--- config.mk ---
export PLATFORM = sky130hd
export DESIGN_NAME = pps_seq
export DESIGN_NICKNAME = d
export VERILOG_FILES = /design/src/rtl/pps_pkg.sv /design/src/rtl/pps_rst_sync.sv /design/src/rtl/pps_tick_gen.sv /design/src/rtl/pps_gap_cnt.sv /design/src/rtl/pps_fsm.sv /design/src/rtl/pps_seq.sv
export SDC_FILE = /design/constraint.sdc
export NUM_CORES = 1
export LEC_CHECK = 0
export ABC_CLOCK_PERIOD_IN_PS = 1300
export BUFFER_PORTS_ARGS = -buffer_cell sky130_fd_sc_hd__clkbuf_2
export CAP_MARGIN = 15
export CORE_UTILIZATION = 35
export CTS_CLUSTER_SIZE = 14
export DETAILED_ROUTE_END_ITERATION = 7
export PLACE_DENSITY_LB_ADDON = 0.25
export SLEW_MARGIN = 20
export SYNTH_ARGS = -nofsm -noshare
export SYNTH_HDL_FRONTEND = slang
export SYNTH_SLANG_ARGS = --single-unit
--- constraint.sdc ---
create_clock -name clk -period 1.3 [get_ports clk]
set_input_delay 0.195 -clock clk [delete_from_list [all_inputs] [get_ports clk]]
set_output_delay 0.195 -clock clk [all_outputs]
set_load 0.1 [all_outputs]
--- src/rtl/pps_pkg.sv ---
package pps_pkg;

  typedef enum logic [2:0] {
    ST_OFF     = 3'd0,
    ST_UP_VCC  = 3'd1,
    ST_UP_DATA = 3'd2,
    ST_ON      = 3'd3,
    ST_DN_DATA = 3'd4,
    ST_DN_VCC  = 3'd5
  } pps_state_e;

  typedef enum logic [1:0] {
    GAP_RISE_SD = 2'd0,
    GAP_RISE_DB = 2'd1,
    GAP_FALL_BD = 2'd2,
    GAP_FALL_DS = 2'd3
  } pps_gap_e;

endpackage

--- src/rtl/pps_rst_sync.sv ---
module pps_rst_sync #(
  parameter int STAGES = 2
) (
  input  logic clk,
  input  logic rst_n,
  output logic rst_sync_n
);

  logic [STAGES-1:0] sync_q;

  always_ff @(posedge clk or negedge rst_n) begin
    if (!rst_n) sync_q <= '0;
    else        sync_q <= {sync_q[STAGES-2:0], 1'b1};
  end

  assign rst_sync_n = sync_q[STAGES-1];

endmodule

--- src/rtl/pps_tick_gen.sv ---
module pps_tick_gen #(
  parameter int DIV_W = 16
) (
  input  logic             clk,
  input  logic             rst_n,
  input  logic             use_ext_i,
  input  logic             ext_tick_i,
  input  logic [DIV_W-1:0] div_i,
  output logic             tick_o
);

  logic [DIV_W-1:0] pcnt_q;
  logic [DIV_W-1:0] pcnt_d;
  logic             wrap;
  logic             pcnt_en;

  always_comb begin
    wrap    = (pcnt_q >= div_i);
    pcnt_d  = wrap ? '0 : pcnt_q + 1'b1;
    pcnt_en = !use_ext_i;
  end

  always_ff @(posedge clk or negedge rst_n) begin
    if (!rst_n)       pcnt_q <= '0;
    else if (pcnt_en) pcnt_q <= pcnt_d;
  end

  assign tick_o = use_ext_i ? ext_tick_i : wrap;

  // internal ticks are spaced div+1 cycles apart
  a_r11_tick_spacing: assert property (@(posedge clk) disable iff (!rst_n)
    (!use_ext_i && wrap && div_i != '0 && $stable(use_ext_i)) |=>
      (!wrap || div_i != $past(div_i) || use_ext_i));

endmodule

--- src/rtl/pps_gap_cnt.sv ---
module pps_gap_cnt #(
  parameter int W = 16
) (
  input  logic         clk,
  input  logic         rst_n,
  input  logic         load_i,
  input  logic [W-1:0] val_i,
  input  logic         tick_i,
  output logic         done_o
);

  logic [W-1:0] cnt_q;
  logic [W-1:0] cnt_d;
  logic         cnt_en;

  always_comb begin
    cnt_en = load_i || (tick_i && cnt_q != '0);
    cnt_d  = load_i ? val_i : cnt_q - 1'b1;
  end

  always_ff @(posedge clk or negedge rst_n) begin
    if (!rst_n)      cnt_q <= '0;
    else if (cnt_en) cnt_q <= cnt_d;
  end

  assign done_o = (cnt_q == '0);

  // one step down per consumed tick
  a_r3_count_down: assert property (@(posedge clk) disable iff (!rst_n)
    (!load_i && tick_i && cnt_q != '0) |=> (cnt_q == $past(cnt_q) - 1'b1));

  // an expired gap stays expired until reloaded
  a_r6_hold_zero: assert property (@(posedge clk) disable iff (!rst_n)
    (cnt_q == '0 && !load_i) |=> (cnt_q == '0));

endmodule

--- src/rtl/pps_fsm.sv ---
module pps_fsm
  import pps_pkg::*;
(
  input  logic     clk,
  input  logic     rst_n,
  input  logic     req_i,
  input  logic     done_i,
  output logic     load_o,
  output pps_gap_e gap_o,
  output logic     vcc_o,
  output logic     data_o,
  output logic     bl_o,
  output logic     busy_o,
  output logic     ready_o
);

  pps_state_e state_q, state_d;
  logic vcc_d, data_d, bl_d, busy_d, ready_d;

  always_comb begin
    state_d = state_q;
    load_o  = 1'b0;
    gap_o   = GAP_RISE_SD;
    unique case (state_q)
      ST_OFF: begin
        if (req_i) begin
          state_d = ST_UP_VCC;
          load_o  = 1'b1;
          gap_o   = GAP_RISE_SD;
        end
      end
      ST_UP_VCC: begin
        if (!req_i) begin
          state_d = ST_DN_VCC;
          load_o  = 1'b1;
          gap_o   = GAP_FALL_DS;
        end else if (done_i) begin
          state_d = ST_UP_DATA;
          load_o  = 1'b1;
          gap_o   = GAP_RISE_DB;
        end
      end
      ST_UP_DATA: begin
        if (!req_i) begin
          state_d = ST_DN_DATA;
          load_o  = 1'b1;
          gap_o   = GAP_FALL_BD;
        end else if (done_i) begin
          state_d = ST_ON;
        end
      end
      ST_ON: begin
        if (!req_i) begin
          state_d = ST_DN_DATA;
          load_o  = 1'b1;
          gap_o   = GAP_FALL_BD;
        end
      end
      ST_DN_DATA: begin
        if (done_i) begin
          state_d = ST_DN_VCC;
          load_o  = 1'b1;
          gap_o   = GAP_FALL_DS;
        end
      end
      ST_DN_VCC: begin
        if (done_i) state_d = ST_OFF;
      end
      default: state_d = ST_OFF;
    endcase
  end

  always_comb begin
    vcc_d   = (state_d != ST_OFF);
    data_d  = (state_d == ST_UP_DATA) || (state_d == ST_ON) ||
              (state_d == ST_DN_DATA);
    bl_d    = (state_d == ST_ON);
    ready_d = (state_d == ST_OFF) || (state_d == ST_ON);
    busy_d  = !ready_d;
  end

  always_ff @(posedge clk or negedge rst_n) begin
    if (!rst_n) begin
      state_q <= ST_OFF;
      vcc_o   <= 1'b0;
      data_o  <= 1'b0;
      bl_o    <= 1'b0;
      busy_o  <= 1'b0;
      ready_o <= 1'b1;
    end else begin
      state_q <= state_d;
      vcc_o   <= vcc_d;
      data_o  <= data_d;
      bl_o    <= bl_d;
      busy_o  <= busy_d;
      ready_o <= ready_d;
    end
  end

  // once shutting down, only shutdown states or off follow
  a_r9_no_restart_mid_down: assert property (@(posedge clk) disable iff (!rst_n)
    (state_q == ST_DN_DATA || state_q == ST_DN_VCC) |=>
      (state_q == ST_DN_DATA || state_q == ST_DN_VCC || state_q == ST_OFF));

  // a dropped request leaves the fully-on state at the next edge
  a_r5_leave_on: assert property (@(posedge clk) disable iff (!rst_n)
    (state_q == ST_ON && !req_i) |=> (state_q == ST_DN_DATA));

endmodule

--- src/rtl/pps_seq.sv ---
module pps_seq
  import pps_pkg::*;
#(
  parameter int DLY_W = 16,
  parameter int DIV_W = 16
) (
  input  logic             clk,
  input  logic             rst_n,
  input  logic             pwr_req,
  input  logic             use_ext_tick,
  input  logic             ext_tick,
  input  logic [DIV_W-1:0] presc_div,
  input  logic [DLY_W-1:0] rise_gap_sd,
  input  logic [DLY_W-1:0] rise_gap_db,
  input  logic [DLY_W-1:0] fall_gap_bd,
  input  logic [DLY_W-1:0] fall_gap_ds,
  output logic             vcc_en,
  output logic             data_en,
  output logic             bl_en,
  output logic             busy,
  output logic             ready
);

  logic             rst_sync_n;
  logic             tick;
  logic             gap_load;
  logic             gap_done;
  pps_gap_e         gap_sel;
  logic [DLY_W-1:0] gap_val;

  pps_rst_sync #(.STAGES(2)) u_rst_sync (
    .clk        (clk),
    .rst_n      (rst_n),
    .rst_sync_n (rst_sync_n)
  );

  pps_tick_gen #(.DIV_W(DIV_W)) u_tick_gen (
    .clk        (clk),
    .rst_n      (rst_sync_n),
    .use_ext_i  (use_ext_tick),
    .ext_tick_i (ext_tick),
    .div_i      (presc_div),
    .tick_o     (tick)
  );

  always_comb begin
    unique case (gap_sel)
      GAP_RISE_SD: gap_val = rise_gap_sd;
      GAP_RISE_DB: gap_val = rise_gap_db;
      GAP_FALL_BD: gap_val = fall_gap_bd;
      GAP_FALL_DS: gap_val = fall_gap_ds;
      default:     gap_val = rise_gap_sd;
    endcase
  end

  pps_gap_cnt #(.W(DLY_W)) u_gap_cnt (
    .clk    (clk),
    .rst_n  (rst_sync_n),
    .load_i (gap_load),
    .val_i  (gap_val),
    .tick_i (tick),
    .done_o (gap_done)
  );

  pps_fsm u_fsm (
    .clk     (clk),
    .rst_n   (rst_sync_n),
    .req_i   (pwr_req),
    .done_i  (gap_done),
    .load_o  (gap_load),
    .gap_o   (gap_sel),
    .vcc_o   (vcc_en),
    .data_o  (data_en),
    .bl_o    (bl_en),
    .busy_o  (busy),
    .ready_o (ready)
  );

  // enables nest
  a_r2_data_needs_vcc: assert property (@(posedge clk) disable iff (!rst_sync_n)
    data_en |-> vcc_en);
  a_r2_bl_needs_data: assert property (@(posedge clk) disable iff (!rst_sync_n)
    bl_en |-> data_en);

  // data turns on only after the first rise gap expired
  a_r3_data_after_gap: assert property (@(posedge clk) disable iff (!rst_sync_n)
    $rose(data_en) |-> $past(gap_done));

  // backlight turns on only after the second rise gap expired
  a_r4_bl_after_gap: assert property (@(posedge clk) disable iff (!rst_sync_n)
    $rose(bl_en) |-> $past(gap_done));

  // data and supply turn off only after their gaps expired
  a_r6_data_off_after_gap: assert property (@(posedge clk) disable iff (!rst_sync_n)
    $fell(data_en) |-> $past(gap_done));
  a_r6_vcc_off_after_gap: assert property (@(posedge clk) disable iff (!rst_sync_n)
    $fell(vcc_en) |-> $past(gap_done));

  // settled states show all enables equal
  a_r10_ready_settled: assert property (@(posedge clk) disable iff (!rst_sync_n)
    ready |-> (vcc_en == bl_en && !busy));

endmodule

==> results.yml <==
timing:
  post-route-min-period_ps: 2248
  tightest_slew_ps: 920.8
  hold_slack_ps: 212.3
  slew_headroom: 0.3814
  hold_viol: 0
  min_period_over_period: 1.729
  rsz0062_at_grt: "true"
  setup_viol: 40
  clock.fmax_ghz: 0.4448
  layout_setup_ws_ps: -948.3
  maxSlewViolCount: 0
  skew_ps: 13.06
  tns_ps: -29850
final_layout:
  drive_gt1_frac: 0.4783
  n_antenna_cell: 0
  area_growth_syn_to_layout_pct: 55.27
  final_nets: 631
  final_core_util: 0.5606
  fin_area_um2: 4865
floorplan:
  initial_core_util: 0.3610
  core_um2: 8678
  die_w_um: 96.61
  fp.dieArea_um2: 9333
  io_pins: 90
  chipHeight_um: 96.61
  num_rows: 34
synth:
  synth_cells: 365
  synthDistinctLibCells: 55
  ys_seq_area_frac: 0.3359
  synth-edff-count: 0
  yosys_warnings: 0
  synthFlopType: "dfrtp_1"
  async_flop_share: 1.000
  avgSynthCellArea_um2: 8.584
  synth_seq_cells: 42
  netlist_area_um2: 3133
  synth_nets: 468
clock_network:
  clkLatencyLatePin_ps: 300
  cts_tree: "done"
  numClockSinks: 42
  clkTransAtPathRegs_ps: 90
  root_buffer: "clkbuf_8"
  cts-buffers-inserted: 5
  ctsHtreeMaxLevel: 2
  clockBufferDepth: 2
run_status:
  violations: "negative setup slack"
  status: "complete, but fails checks"
power_and_ir_drop:
  ir_worst_vdd_mv: 0.7858
  p_leak_uw: 0.002345
  power_density_nw_per_um2: 1279
  finalPower_uw: 6224
setup_path:
  crit_path_top_delay_cell: "nor3_1"
  critical_path.top_delay_family: "simple AND/OR/NAND/NOR gates"
  worstPathCellList: "nor2_1, buf_4, nor3_1, nor2_4, mux2_4, o211ai_1, o21ai_1"
  cp-end-kind: "flop"
  critPathRequiredTime_ps: 1470
  startpoint_type: "flop"
  worst-setup-path-type: "reg -> reg"
  worstPathBufferInverterCount: 1
  worstPathArrival_ps: 2420
  cpPeakStageDelay_ps: 710
  worstPathMaxFanout: 7
place:
  post-dp-hpwl_mm: 6.997
  place_congestion: 0.8376
  place_area_um2: 4444
  io_buffers: 89
global_routing:
  grt_max_degree: 41
  overflow: 0
  track_usage: 0.2020
  grt_pass1_wl_mm: 15.60
  antenna_found_initial: 0
  first_global_vias: 3352
detailed_routing:
  vias_per_cell: 5.152
  drc: 0
  ant_nets: 0
  wl_per_cell_um: 14.38
  drt_wl_total_mm: 9.162
  vias: 3282
  dr.pass1.iters: 4
  drt_iter0_drc: 87
min_path:
  hp-class: "in -> async"
job:
  maxCapViolCount: 0
layer usage:
metal / part of all wire / track usage
met4: 0.0080 / 0.03559
met1: 0.45 / 0.2593
met5: 0 / 0
met2: 0.50 / 0.3613
met3: 0.040 / 0.03107
cell families after synthesis:
kind of cell / after synthesis / synth area share
adders and majority gates: 18 / 0.07189
and+or+nand+nor: 116 / 0.1933
xor gates and xnor gates: 18 / 0.05032
muxes: 13 / 0.05112
buffers and inverters: 47 / 0.06749
DFF: 42 / 0.3359
other: 1 / 0.001197
AOI/OAI and AO/OA: 110 / 0.2288
sequential cells by signal (all words and copies together) (netlist names):
signal             flops
u_tick_gen.pcnt_q     16
u_fsm.vcc_o            1
u_rst_sync.sync_q      2
u_fsm.state_q          3
u_fsm.busy_o           1
u_fsm.bl_o             1
u_fsm.ready_o          1
u_gap_cnt.cnt_q       16
u_fsm.data_o           1
report_power, final:
| part | internal [uW] | switching, uW |
|---|---|---|
| Combinational | 1580 | 1460 |
| Clock | 770 | 485 |
| Sequential | 1680 | 251 |
worst paths after layout:
kind                                                      from                          endpoint  slack, ps  cells after the start
worst max-delay path                u_fsm.state_q[0]$_DFF_PN0_   u_gap_cnt.cnt_q[15]$_DFFE_PN0P_       -950                      7
worst min-delay path                                     rst_n    u_rst_sync.sync_q[0]$_DFF_PN0_        210                      2
worst max register to register      u_fsm.state_q[0]$_DFF_PN0_   u_gap_cnt.cnt_q[15]$_DFFE_PN0P_       -950                      7
worst min register to register  u_rst_sync.sync_q[1]$_DFF_PN0_  u_tick_gen.pcnt_q[1]$_DFFE_PN0N_        230                      1
max in group asynchronous       u_rst_sync.sync_q[1]$_DFF_PN0_           u_fsm.ready_o$_DFF_PN1_        790                      1
min in group clk                                rise_gap_sd[5]    u_gap_cnt.cnt_q[5]$_DFFE_PN0P_        220                      3
metrics by stage:
step,setup slack (ps),std cells
after floorplan,-971.2,365
after global placement,-914.3,625
after detailed placement,-980.3,625
after CTS,-897.3,635
after global routing,-1062,637
final,-948.3,637
final cells by class:
| class | count | area [um^2] |
|---|---|---|
| clock buffers | 5 | 68.82 |
| clock inverters | 3 | 68.82 |
| fillers | 786 | 3814 |
| inverters | 25 | 93.84 |
| multi-input cells | 277 | 2198 |
| flip-flops and latches | 42 | 1052 |
| well taps | 108 | 135.1 |
| repair buffers | 177 | 1247 |
Yosys cell counts (2+ instances only):
master	n	area, um^2
xnor2_1	2	17.52
nor4_1	3	18.77
o21ai_0	28	140.1
and2_1	3	18.77
nand3_1	10	50.05
o31ai_1	3	22.52
and3_1	7	43.79
o41ai_1	4	35.03
nor2b_1	2	12.51
nand4b_1	2	17.52
nand4_1	7	43.79
a2bb2oi_1	4	35.03
nand2b_1	6	37.54
nand2_1	30	112.6
buf_4	2	15.01
buf_2	4	20.02
mux2i_1	4	40.04
a21oi_1	15	75.07
clkbuf_1	12	45.04
a211o_1	2	17.52
o22a_1	12	105.1
and4_1	2	17.52
dfrtp_1	41	1026
nor3_1	12	60.06
nor2_1	23	86.33
o22ai_1	5	31.28
mux2_4	5	75.07
o21ai_1	12	60.06
a21o_1	2	15.01
xor2_1	16	140.1
inv_1	25	93.84
ha_1	18	225.2
buf_6	3	33.78
o211ai_1	9	67.56
a211oi_1	4	30.03
mux2_1	3	33.78
or3_1	2	12.51
o221ai_1	4	35.03
cell usage in the layout (no fill, tap or decap), types with 4 or more instances in the layout:
cell	n
clkbuf_2	84
buf_4	77
dfrtp_1	41
nand2_1	30
inv_1	25
o21ai_1	24
nor2_1	22
xor2_1	15
ha_1	15
o21ai_2	13
o22a_1	12
a21oi_1	11
nor3_1	9
o211ai_1	9
mux2_4	8
buf_12	8
nand4_1	7
buf_6	7
nand3_1	6
and3_1	5
clkbuf_8	5
o22ai_1	4
mux2i_1	4
what timing repair did:
item                                    CTS  global route
buffers inserted                          1             0
gates cloned                              0             2
resized for setup                        24            33
pin swaps                                15             5
endpoints found under the setup margin   40            40
hold buffers                              1             0
hold endpoints to repair                  2             0
Power figures use the tool's default switching activity.
